<file path="src/rtl/ext_udiv_pkg.sv">
package ext_udiv_pkg;
  typedef enum logic {
    SEQ_IDLE = 1'b0,
    SEQ_RUN  = 1'b1
  } seq_state_e;
endpackage

</file>
<file path="src/rtl/ext_udiv_bitstep.sv">
// One radix-2 restoring step: shift in next dividend bit, trial subtract.
module ext_udiv_bitstep #(
  parameter int W = 64
) (
  input  logic [W-1:0] rem_i,
  input  logic [W-1:0] quo_i,
  input  logic [W-1:0] div_i,
  output logic [W-1:0] rem_o,
  output logic [W-1:0] quo_o
);
  logic [W:0]   shifted;  // W+1 bits so the trial cannot drop its carry
  logic         fits;
  logic [W-1:0] diff;

  always_comb begin
    shifted = {rem_i, quo_i[W-1]};
    fits    = shifted >= {1'b0, div_i};
    diff    = shifted[W-1:0] - div_i;
    rem_o   = fits ? diff : shifted[W-1:0];
    quo_o   = {quo_i[W-2:0], fits};
  end
endmodule

</file>
<file path="src/rtl/ext_udiv_seq.sv">
module ext_udiv_seq
  import ext_udiv_pkg::*;
#(
  parameter int LATENCY = 60,
  parameter int STEPS   = 32
) (
  input  logic clk,
  input  logic rst_n,
  input  logic start,
  output logic busy,
  output logic done,
  output logic iter_en
);
  localparam int CW = $clog2(LATENCY);
  localparam logic [CW-1:0] CNT_LOAD    = CW'(LATENCY - 1);
  localparam logic [CW-1:0] ITER_FLOOR  = CW'(LATENCY - 1 - STEPS);

  seq_state_e    state_q;
  logic [CW-1:0] cnt_q;

  always_ff @(posedge clk or negedge rst_n) begin
    if (!rst_n) begin
      state_q <= SEQ_IDLE;
      cnt_q   <= '0;
      done    <= 1'b0;
    end else begin
      done <= 1'b0;
      case (state_q)
        SEQ_IDLE: if (start) begin
          state_q <= SEQ_RUN;
          cnt_q   <= CNT_LOAD;
        end
        SEQ_RUN: if (cnt_q == '0) begin
          state_q <= SEQ_IDLE;
          done    <= 1'b1;
        end else begin
          cnt_q <= cnt_q - 1'b1;
        end
        default: state_q <= SEQ_IDLE;
      endcase
    end
  end

  assign busy    = (state_q == SEQ_RUN);
  assign iter_en = busy && (cnt_q > ITER_FLOOR);

  AST_BUSY_AFTER_ACCEPT: assert property (@(posedge clk) disable iff (!rst_n)
    (start && !busy) |=> busy);
  AST_DONE_SINGLE: assert property (@(posedge clk) disable iff (!rst_n)
    done |=> !done);
  AST_DONE_AT_BUSY_FALL: assert property (@(posedge clk) disable iff (!rst_n)
    $fell(busy) |-> done);
endmodule

</file>
<file path="src/rtl/ext_udiv_datapath.sv">
module ext_udiv_datapath #(
  parameter int W   = 64,
  parameter int BPC = 2
) (
  input  logic         clk,
  input  logic         rst_n,
  input  logic         load,
  input  logic         iter_en,
  input  logic [W-1:0] high_i,
  input  logic [W-1:0] low_i,
  input  logic [W-1:0] div_i,
  output logic [W-1:0] quot_o,
  output logic [W-1:0] rem_o
);
  logic [W-1:0] rem_q, quo_q, div_q;
  logic         byp_q;
  logic [W-1:0] rem_c [BPC+1];
  logic [W-1:0] quo_c [BPC+1];

  assign rem_c[0] = rem_q;
  assign quo_c[0] = quo_q;

  for (genvar s = 0; s < BPC; s++) begin : g_step
    ext_udiv_bitstep #(.W(W)) u_step (
      .rem_i (rem_c[s]),
      .quo_i (quo_c[s]),
      .div_i (div_q),
      .rem_o (rem_c[s+1]),
      .quo_o (quo_c[s+1])
    );
  end

  always_ff @(posedge clk or negedge rst_n) begin
    if (!rst_n) begin
      rem_q <= '0;
      quo_q <= '0;
      div_q <= '0;
      byp_q <= 1'b0;
    end else if (load) begin
      rem_q <= high_i;
      quo_q <= low_i;
      div_q <= div_i;
      byp_q <= (high_i >= div_i);
    end else if (iter_en && !byp_q) begin
      rem_q <= rem_c[BPC];
      quo_q <= quo_c[BPC];
    end
  end

  assign quot_o = byp_q ? rem_q : quo_q;
  assign rem_o  = byp_q ? quo_q : rem_q;

  AST_PARTIAL_BELOW_DIVISOR: assert property (@(posedge clk) disable iff (!rst_n)
    (iter_en && !byp_q) |-> (rem_q < div_q));
  AST_BYPASS_FROZEN: assert property (@(posedge clk) disable iff (!rst_n)
    (byp_q && !load) |=> ($stable(rem_q) && $stable(quo_q)));
endmodule

</file>
<file path="src/rtl/ext_udiv.sv">
module ext_udiv #(
  parameter int DATA_W         = 64,
  parameter int IMM_W          = 8,
  parameter int LATENCY        = 60,
  parameter int BITS_PER_CYCLE = 2
) (
  input  logic              clk,
  input  logic              rst_n,
  input  logic              in_valid,
  output logic              in_ready,
  input  logic              in_use_imm,
  input  logic [DATA_W-1:0] in_high,
  input  logic [DATA_W-1:0] in_low,
  input  logic [DATA_W-1:0] in_divisor,
  input  logic [IMM_W-1:0]  in_imm,
  output logic              busy,
  output logic              out_valid,
  output logic [DATA_W-1:0] out_quot,
  output logic [DATA_W-1:0] out_rem
);
  localparam int STEPS = DATA_W / BITS_PER_CYCLE;

  logic              accept;
  logic              iter_en;
  logic [DATA_W-1:0] div_eff;

  assign in_ready = !busy;
  assign accept   = in_valid && in_ready;
  assign div_eff  = in_use_imm ? {{(DATA_W-IMM_W){1'b0}}, in_imm} : in_divisor;

  ext_udiv_seq #(.LATENCY(LATENCY), .STEPS(STEPS)) u_seq (
    .clk     (clk),
    .rst_n   (rst_n),
    .start   (accept),
    .busy    (busy),
    .done    (out_valid),
    .iter_en (iter_en)
  );

  ext_udiv_datapath #(.W(DATA_W), .BPC(BITS_PER_CYCLE)) u_dp (
    .clk     (clk),
    .rst_n   (rst_n),
    .load    (accept),
    .iter_en (iter_en),
    .high_i  (in_high),
    .low_i   (in_low),
    .div_i   (div_eff),
    .quot_o  (out_quot),
    .rem_o   (out_rem)
  );

  AST_RESULT_HELD: assert property (@(posedge clk) disable iff (!rst_n)
    (!busy && !$past(busy) && !$past(accept)) |-> ($stable(out_quot) && $stable(out_rem)));
endmodule

</file>
<file path="config.mk">
export PLATFORM = sky130hd
export DESIGN_NAME = ext_udiv
export DESIGN_NICKNAME = d
export VERILOG_FILES = /design/src/rtl/ext_udiv_pkg.sv /design/src/rtl/ext_udiv_bitstep.sv /design/src/rtl/ext_udiv_seq.sv /design/src/rtl/ext_udiv_datapath.sv /design/src/rtl/ext_udiv.sv
export SDC_FILE = /design/constraint.sdc
export NUM_CORES = 1
export LEC_CHECK = 0
export BUFFER_PORTS_ARGS = -buffer_cell sky130_fd_sc_hd__buf_2
export CAP_MARGIN = 20
export CORE_MARGIN = 3
export CORE_UTILIZATION = 59
export CTS_BUF_LIST = sky130_fd_sc_hd__clkbuf_16
export DETAILED_ROUTE_END_ITERATION = 6
export PLACE_DENSITY = 0.81
export SKIP_LAST_GASP = 1
export SYNTH_ARGS = -nofsm -noshare
export SYNTH_HDL_FRONTEND = slang
export SYNTH_SLANG_ARGS = --single-unit
</file>
<file path="constraint.sdc">
create_clock -name clk -period 7.5 [get_ports clk]
set_input_delay 1.5 -clock clk [delete_from_list [all_inputs] [get_ports clk]]
set_output_delay 1.5 -clock clk [all_outputs]
set_load 0.05 [all_outputs]
</file>
==> results by group, run 1 <==
Status
  • Run status: complete, but fails checks
  • Violated checks: DRC

Timing
  • WHS: 486 ps
  • Slew of the pin with the lowest slew margin: 968 ps
  • # setup viols final: 0
  • Max Clock Skew: 24.1 ps
  • Headroom to the max-slew limit: 35.1%
  • Final max-slew violation count: 0
  • Post-Route Setup TNS: 0 ps
  • Setup repair after global routing missed its margin: false
  • Min Tclk post-route: 7070 ps
  • Final worst path period share: 94.3%
  • Hold Fails Final Rpt: 0
  • Maximum clock rate: 141 MHz
  • Final WS setup: 431 ps

GRT
  • Met3 layer usage reported by global route: 6.83%
  • First-pass GRT wire length: 117,000 microns
  • Largest net degree at the start of global routing: 150
  • Antenna violations before repair: 0
  • Total global routing overflow: 0
  • GRT busiest layer: met2
  • Vias in the first global route: 21,200
  • GR Util met1: 52.8%
  • Met2 usage: 60.4%
  • Overall routing resource usage: 37.6%

Placement
  • Post-Place Worst Slack: 567 ps
  • HPWL Detailed: 57,200 microns
  • Number of buffer cells added on primary ports: 334
  • Weighted congestion reported at the end of routability-driven placement: 0.988

Logic synthesis
  • Cell count after synthesis: 2,648
  • Post-Syn Area: 20,900 sq um
  • FF+latch count, synth: 201
  • Post-synth EDFFs: 0
  • Syn nets: 3,048
  • Number of distinct library cells after synthesis: 92
  • Avg Cell Area, Syn: 7.89 sq um
  • Primary FF master, synth: sky130_fd_sc_hd__dfrtp_1
  • Post-synthesis sequential area ratio: 24.1%
  • Warning count from the yosys run: 0
  • Async SR Flop Fraction: 100%

Clock network
  • Inserted Clock Buffers: 24
  • Num Clock Sinks: 201
  • Clock Tree Root: sky130_fd_sc_hd__clkbuf_16
  • Resized Gates After CTS: 0
  • TritonCTS clock tree: done
  • Buffer depth of the longest clock path: 3
  • CTS H-tree lvls: 1
  • Latest clock arrival within the worst-skew pair: 550 ps
  • CTS clk-pin slew, worst paths: 60 ps

Floorplan
  • Vertical die dimension: 194 microns
  • Initial cell density of the core: 60.2%
  • I/O pin cnt: 335
  • Floorplan row count: 68
  • Core Region: 34,700 sq um
  • Overall die area: 37,700 sq um
  • DIE WIDTH: 194 microns

Route
  • Drt first-iter violations: 2,145
  • Total vias in the final route: 21,900
  • Routed length per instance: 22.1 microns
  • First-pass iteration count of the detailed router: 7
  • Post-route DRC violation count: 1
  • Number of antenna-violating nets in the routed design: 0
  • Via density: 6.52
  • Aggregate routed wire length: 74,100 microns

Setup path
  • Critical path capture point type: register
  • Arrival time at the worst endpoint: 7490 ps
  • Class of the most critical setup path: reg -> reg
  • Largest fanout of any net on the critical path: 58
  • Type of element launching the critical path: register
  • CP required: 7920 ps

Hold path
  • Type of the tightest min-delay check: reg -> reg

Cells and area
  • Final net count: 3,283
  • Highest-count cells in the layout ignoring fill and taps: sky130_fd_sc_hd__nand2_1 (388), sky130_fd_sc_hd__buf_2 (333), sky130_fd_sc_hd__a21oi_1 (206)
  • Filler cell count in the final layout: 2,993
  • Antenna Cells: 0
  • Fraction of final layout cells sized beyond drive strength 1: 19.9%
  • Most common cell after layout, fill and taps aside: sky130_fd_sc_hd__nand2_1
  • Final core area utilization: 67.9%
  • Growth of design area from synthesis to finish: 12.8%

Run
  • Max-cap violation count: 0
Yosys cell counts (21+ instances only):
cell                       instances  area, sq um
sky130_fd_sc_hd__a21o_1          107          803
sky130_fd_sc_hd__a31oi_1          23          144
sky130_fd_sc_hd__nand4_1          44          275
sky130_fd_sc_hd__inv_1           102          383
sky130_fd_sc_hd__xor2_1           57          499
sky130_fd_sc_hd__nand2b_1         76          475
sky130_fd_sc_hd__xnor2_1          65          569
sky130_fd_sc_hd__mux2_2          127         1430
sky130_fd_sc_hd__o21ai_0         205         1030
sky130_fd_sc_hd__buf_2            27          135
sky130_fd_sc_hd__o21ai_1          34          170
sky130_fd_sc_hd__clkbuf_1        117          439
sky130_fd_sc_hd__a22oi_1          81          608
sky130_fd_sc_hd__and3_1           21          131
sky130_fd_sc_hd__mux2i_1          32          320
sky130_fd_sc_hd__dfrtp_1         201         5030
sky130_fd_sc_hd__nor3_1           40          200
sky130_fd_sc_hd__nand3_1          43          215
sky130_fd_sc_hd__nor2_1          139          522
sky130_fd_sc_hd__nand2_1         389         1460
sky130_fd_sc_hd__o31ai_1          22          165
sky130_fd_sc_hd__o21bai_1         23          173
sky130_fd_sc_hd__a21oi_1         206         1030
sky130_fd_sc_hd__ha_1            194         2430
final timing paths:
kind / end / cells past startpoint / slack (ps) / startpoint
max: u_dp.rem_q[45] / 23 / 430 / u_dp.rem_q[3]
min in group asynchronous: u_dp.quo_q[22] / 1 / 1080 / rst_n
max in group asynchronous: u_dp.byp_q / 2 / 4890 / rst_n
max reg2reg: u_dp.rem_q[45] / 23 / 430 / u_dp.rem_q[3]
min reg2reg: u_dp.div_q[31] / 2 / 490 / u_dp.div_q[31]
min: u_dp.div_q[31] / 2 / 490 / u_dp.div_q[31]
per-stage QoR:
| stage | std cells | instance area (sq um) |
|---|---|---|
| detailed placement | 3311 | 22800 |
| global placement | 3311 | 22800 |
| floorplan | 2648 | 20900 |
| global route | 3351 | 23600 |
| finish | 3351 | 23600 |
| CTS | 3350 | 23600 |
sequential cells by signal (all words and copies together), names as in the netlist:
name         count
u_dp.div_q      64
u_dp.quo_q      64
u_dp.rem_q      64
u_seq.cnt_q      6
u_dp.byp_q       1
u_seq.busy       1
u_seq.done       1
cells by family after synthesis:
logic type      count (synthesis)  share of synthesized area [%]
compound gates                864                           26.6
simple gates                  846                           19.0
buf+inv                       260                           5.07
flops                         201                           24.1
fa+ha+maj                     196                           11.8
mux                           159                           8.37
xor+xnor                      122                           5.11
worst max-delay path: stages (launching register included):
cell,delay [ps]
sky130_fd_sc_hd__dfrtp_1,440
sky130_fd_sc_hd__ha_1,380
sky130_fd_sc_hd__a21o_1,190
sky130_fd_sc_hd__or3_4,350
sky130_fd_sc_hd__o21ai_4,240
sky130_fd_sc_hd__nand4_1,260
sky130_fd_sc_hd__nand4b_1,310
sky130_fd_sc_hd__a21oi_2,130
sky130_fd_sc_hd__nor2_4,530
sky130_fd_sc_hd__buf_12,300
sky130_fd_sc_hd__o21ai_0,220
sky130_fd_sc_hd__ha_1,440
sky130_fd_sc_hd__a21oi_1,200
sky130_fd_sc_hd__o21ai_1,120
sky130_fd_sc_hd__o311ai_2,280
sky130_fd_sc_hd__nand4b_1,180
sky130_fd_sc_hd__a211oi_1,330
sky130_fd_sc_hd__o221ai_1,200
sky130_fd_sc_hd__or4_1,470
sky130_fd_sc_hd__nand3_2,290
sky130_fd_sc_hd__nand2_2,150
sky130_fd_sc_hd__buf_12,220
sky130_fd_sc_hd__or3_1,320
sky130_fd_sc_hd__a32o_1,270
layout make-up:
class / count / area (sq um) / area share, %
clock buffer: 25 / 626 / 2.65
clock inverter: 14 / 109 / 0.462
inverter: 102 / 383 / 1.62
multi-input combinational: 2187 / 14900 / 63.0
sequential: 201 / 5030 / 21.4
tap: 455 / 569 / 2.41
timing repair buffer: 367 / 2000 / 8.50
per-layer routing:
| layer | vias to the layer above | routed length (microns) | part of all wire, % |
|---|---|---|---|
| li1 | 10100 | - | - |
| met1 | 10500 | 31900 | 43 |
| met2 | 1150 | 33400 | 45 |
| met3 | 157 | 6780 | 9.1 |
| met4 | 0 | 1990 | 2.7 |
| met5 | - | 0 | 0 |
what timing repair did:
item                       in CTS  in global routing
setup endpoints to repair       0                  1
buffers inserted                0                  0
hold buffers                    0                  0
Power of run 1 is left out: the tool's default activity adds up to more than one toggle a clock period on the data nets, which glitch-free logic cannot reach.
==> inputs of run 2 (changes only) <==
--- a/config.mk
+++ b/config.mk
@@ -7,11 +7,13 @@
 export LEC_CHECK = 0
 export BUFFER_PORTS_ARGS = -buffer_cell sky130_fd_sc_hd__buf_2
 export CAP_MARGIN = 20
+export CELL_PAD_IN_SITES_DETAIL_PLACEMENT = 1
+export CELL_PAD_IN_SITES_GLOBAL_PLACEMENT = 1
 export CORE_MARGIN = 3
-export CORE_UTILIZATION = 59
+export CORE_UTILIZATION = 43
 export CTS_BUF_LIST = sky130_fd_sc_hd__clkbuf_16
 export DETAILED_ROUTE_END_ITERATION = 6
-export PLACE_DENSITY = 0.81
+export PLACE_DENSITY = 0.8
 export SKIP_LAST_GASP = 1
 export SYNTH_ARGS = -nofsm -noshare
 export SYNTH_HDL_FRONTEND = slang
==> constraint.sdc (replaced) <==
create_clock -name clk -period 7.86 [get_ports clk]
set_input_delay 1.572 -clock clk [delete_from_list [all_inputs] [get_ports clk]]
set_output_delay 1.572 -clock clk [all_outputs]
set_load 0.05 [all_outputs]
==> run 2 against run 1 <==
  * The flow now finishes without violations
  * Clock skew hardly changed
  * Maximum frequency is 3.3% lower
  * First-iteration DRC count is 37% lower
  * Via count is 1.7% lower
  * Final cell count is 4.9% higher
==> results by group, run 2 (same netlist as run 1, synthesis figures left out) <==
Timing
  • Post-Route Setup TNS: 0 ps (unchanged)
  • Hold Fails Final Rpt: 0 (unchanged)
  • # setup viols final: 0 (unchanged)
  • Final worst path period share: 93.0% (was 94.3%)
  • Slew of the pin with the lowest slew margin: 1040 ps (was 968 ps)
  • Min Tclk post-route: 7310 ps (was 7070 ps)
  • WHS: 480 ps (was 486 ps)
  • Final max-slew violation count: 0 (unchanged)
  • Setup repair after global routing missed its margin: false (unchanged)
  • Max Clock Skew: 24.4 ps (was 24.1 ps)
  • Maximum clock rate: 137 MHz (was 141 MHz)
  • Headroom to the max-slew limit: 30.2% (was 35.1%)

Floorplan
  • I/O pin cnt: 335 (unchanged)
  • Initial cell density of the core: 43.7% (was 60.2%)
  • Core Region: 47,800 sq um (was 34,700 sq um)
  • Floorplan row count: 80 (was 68)
  • Vertical die dimension: 226 microns (was 194 microns)
  • DIE WIDTH: 226 microns (was 194 microns)
  • Overall die area: 51,300 sq um (was 37,700 sq um)

Setup path
  • Chain of cells forming the critical path: ha_1, a211oi_1, o21ai_1, nor2_1, nand4_1, nand4b_1, a21oi_2, nor2_4, buf_4, buf_4, o21ai_0, ha_1, nand3_1, nor4_1, and4_1, a31oi_1, o31ai_1, a31oi_4, nand2_2, buf_12, mux2i_1, o22ai_1 (was ha_1, a21o_1, or3_4, o21ai_4, nand4_1, nand4b_1, a21oi_2, nor2_4, buf_12, o21ai_0, ha_1, a21oi_1, o21ai_1, o311ai_2, nand4b_1, a211oi_1, o221ai_1, or4_1, nand3_2, nand2_2, buf_12, or3_1, a32o_1)
  • Critical path capture point type: register (unchanged)
  • Slowest stage delay, CP: 720 ps (was 530 ps)
  • Arrival time at the worst endpoint: 7720 ps (was 7490 ps)
  • Delay-heaviest family, CP: simple AND/OR/NAND/NOR gates (unchanged)
  • Cells on worst reg2reg path: 22 (was 23)
  • Type of element launching the critical path: register (unchanged)
  • Combined buffer and inverter count along the critical path: 3 (was 2)
  • Reg2Reg Capture Point: u_dp.rem_q[8] (was u_dp.rem_q[45])
  • Slowest cell on the critical path: sky130_fd_sc_hd__nor4_1 (was sky130_fd_sc_hd__nor2_4)
  • Largest fanout of any net on the critical path: 32 (was 58)
  • FF-to-FF setup slack: 550 ps (was 430 ps)
  • CP required: 8270 ps (was 7920 ps)
  • Reg-to-reg critical path startpoint: u_dp.rem_q[17] (was u_dp.rem_q[3])
  • Class of the most critical setup path: reg -> reg (unchanged)

Cells and area
  • Antenna Cells: 0 (unchanged)
  • Multi-input logic area: 14,900 sq um (about the same)
  • Filler cell count in the final layout: 5,952 (was 2,993)
  • Growth of design area from synthesis to finish: 14.0% (was 12.8%)
  • Largest registers in the final layout: u_dp.div_q (64), u_dp.quo_q (64), u_dp.rem_q (64) (unchanged)
  • Most common cell after layout, fill and taps aside: sky130_fd_sc_hd__nand2_1 (unchanged)
  • Final net count: 3,283 (unchanged)
  • Fraction of final layout cells sized beyond drive strength 1: 20.0% (was 19.9%)
  • Register Area: 5030 sq um (unchanged)
  • Highest-count cells in the layout ignoring fill and taps: sky130_fd_sc_hd__nand2_1 (388), sky130_fd_sc_hd__buf_2 (333), sky130_fd_sc_hd__a21oi_1 (206) (unchanged)

Route
  • Via density: 6.11 (was 6.52)
  • Total vias in the final route: 21,500 (was 21,900)
  • Aggregate routed wire length: 83,400 microns (was 74,100 microns)
  • Met1 WL: 39,400 microns (was 31,900 microns)
  • Routed wl met3: 3430 microns (was 6780 microns)
  • First-pass iteration count of the detailed router: 7 (unchanged)
  • Routed length per instance: 23.7 microns (was 22.1 microns)
  • Drt first-iter violations: 1,357 (was 2,145)
  • Post-route DRC violation count: 0 (was 1)
  • Highest metal layer with signal wires: met5 (was met4)
  • Number of antenna-violating nets in the routed design: 0 (unchanged)
  • Routed wire length on met2: 38,800 microns (was 33,400 microns)

Clock network
  • Clock Tree Root: sky130_fd_sc_hd__clkbuf_16 (unchanged)
  • Hold buffer count at cts: 0 (unchanged)
  • Num Clock Sinks: 201 (unchanged)
  • Latest clock arrival within the worst-skew pair: 570 ps (was 550 ps)
  • Resized Gates After CTS: 0 (unchanged)
  • TritonCTS clock tree: done (unchanged)
  • Post-CTS Setup Bufs: 0 (unchanged)
  • CTS H-tree lvls: 1 (unchanged)
  • Inserted Clock Buffers: 27 (was 24)
  • Buffer depth of the longest clock path: 3 (unchanged)
  • CTS clk-pin slew, worst paths: 60 ps (about the same)

Hold path
  • Hold wc startpoint: u_dp.div_q[48] (was u_dp.div_q[31])
  • Hold worst-path end: u_dp.div_q[48] (was u_dp.div_q[31])
  • Type of the tightest min-delay check: reg -> reg (unchanged)
  • Number of cells traversed by the worst hold path: 2 (unchanged)

GRT
  • Overall routing resource usage: 31.8% (was 37.6%)
  • Vias in the first global route: 22,500 (was 21,200)
  • First-pass GRT wire length: 131,000 microns (was 117,000 microns)
  • Total global routing overflow: 0 (unchanged)
  • Largest net degree at the start of global routing: 146 (was 150)
  • Antenna violations before repair: 2 (was 0)

Run
  • Max-cap violation count: 0 (unchanged)

Placement
  • HPWL Detailed: 65,300 microns (was 57,200 microns)
  • Number of buffer cells added on primary ports: 334 (unchanged)
  • Weighted congestion reported at the end of routability-driven placement: 0.951 (was 0.988)

Status
  • Run status: completed (was complete, but fails checks)
run 2: layout make-up:
cell class	count	share of cell area, %
Clock buffer	27	2.83
Tap cell	615	3.23
Multi-Input combinational cell	2187	62.3
Inverter	102	1.61
Sequential cell	201	21.1
Clock inverter	19	0.688
Timing Repair Buffer	364	8.21
run 2: layer usage:
layer | track usage, % | vias to the layer above
li1 | - | 10100
met1 | 44.6 | 10800
met2 | 52.9 | 521
met3 | 3.69 | 112
met4 | 6.58 | 4
met5 | 0 | -
run 2: worst max-delay path by stage:
| stage | startpoint | end | slack [ps] | cells past startpoint |
|---|---|---|---|---|
| floorplan | u_dp.rem_q[43] | u_dp.rem_q[1] | 2390 | 28 |
| global placement | u_dp.rem_q[17] | u_dp.rem_q[8] | 810 | 22 |
| detailed placement | u_dp.rem_q[21] | u_dp.rem_q[18] | 680 | 25 |
| CTS | u_dp.rem_q[17] | u_dp.rem_q[18] | 650 | 25 |
| global route | u_dp.div_q[18] | u_dp.rem_q[18] | 30 | 25 |
| finish | u_dp.rem_q[17] | u_dp.rem_q[8] | 550 | 22 |
run 2: tightest hold or removal path, delay by kind of cell (launching register included):
kind            cells  cell delay (ps)
compound gates      1               60
flops               1              340
simple gates        1               50
run 2: per-stage QoR:
stage / instance area [sq um] / instances / util, % / setup slack [ps]
global route: 23800 / 3515 / 49.8 / 26.1
global placement: 23000 / 3469 / 48.1 / 807
finish: 23800 / 3515 / 49.8 / 549
CTS: 23800 / 3515 / 49.8 / 655
floorplan: 20900 / 2648 / - / 2390
detailed placement: 23000 / 3469 / 48.1 / 681
Power of run 2 is left out for the same reason.
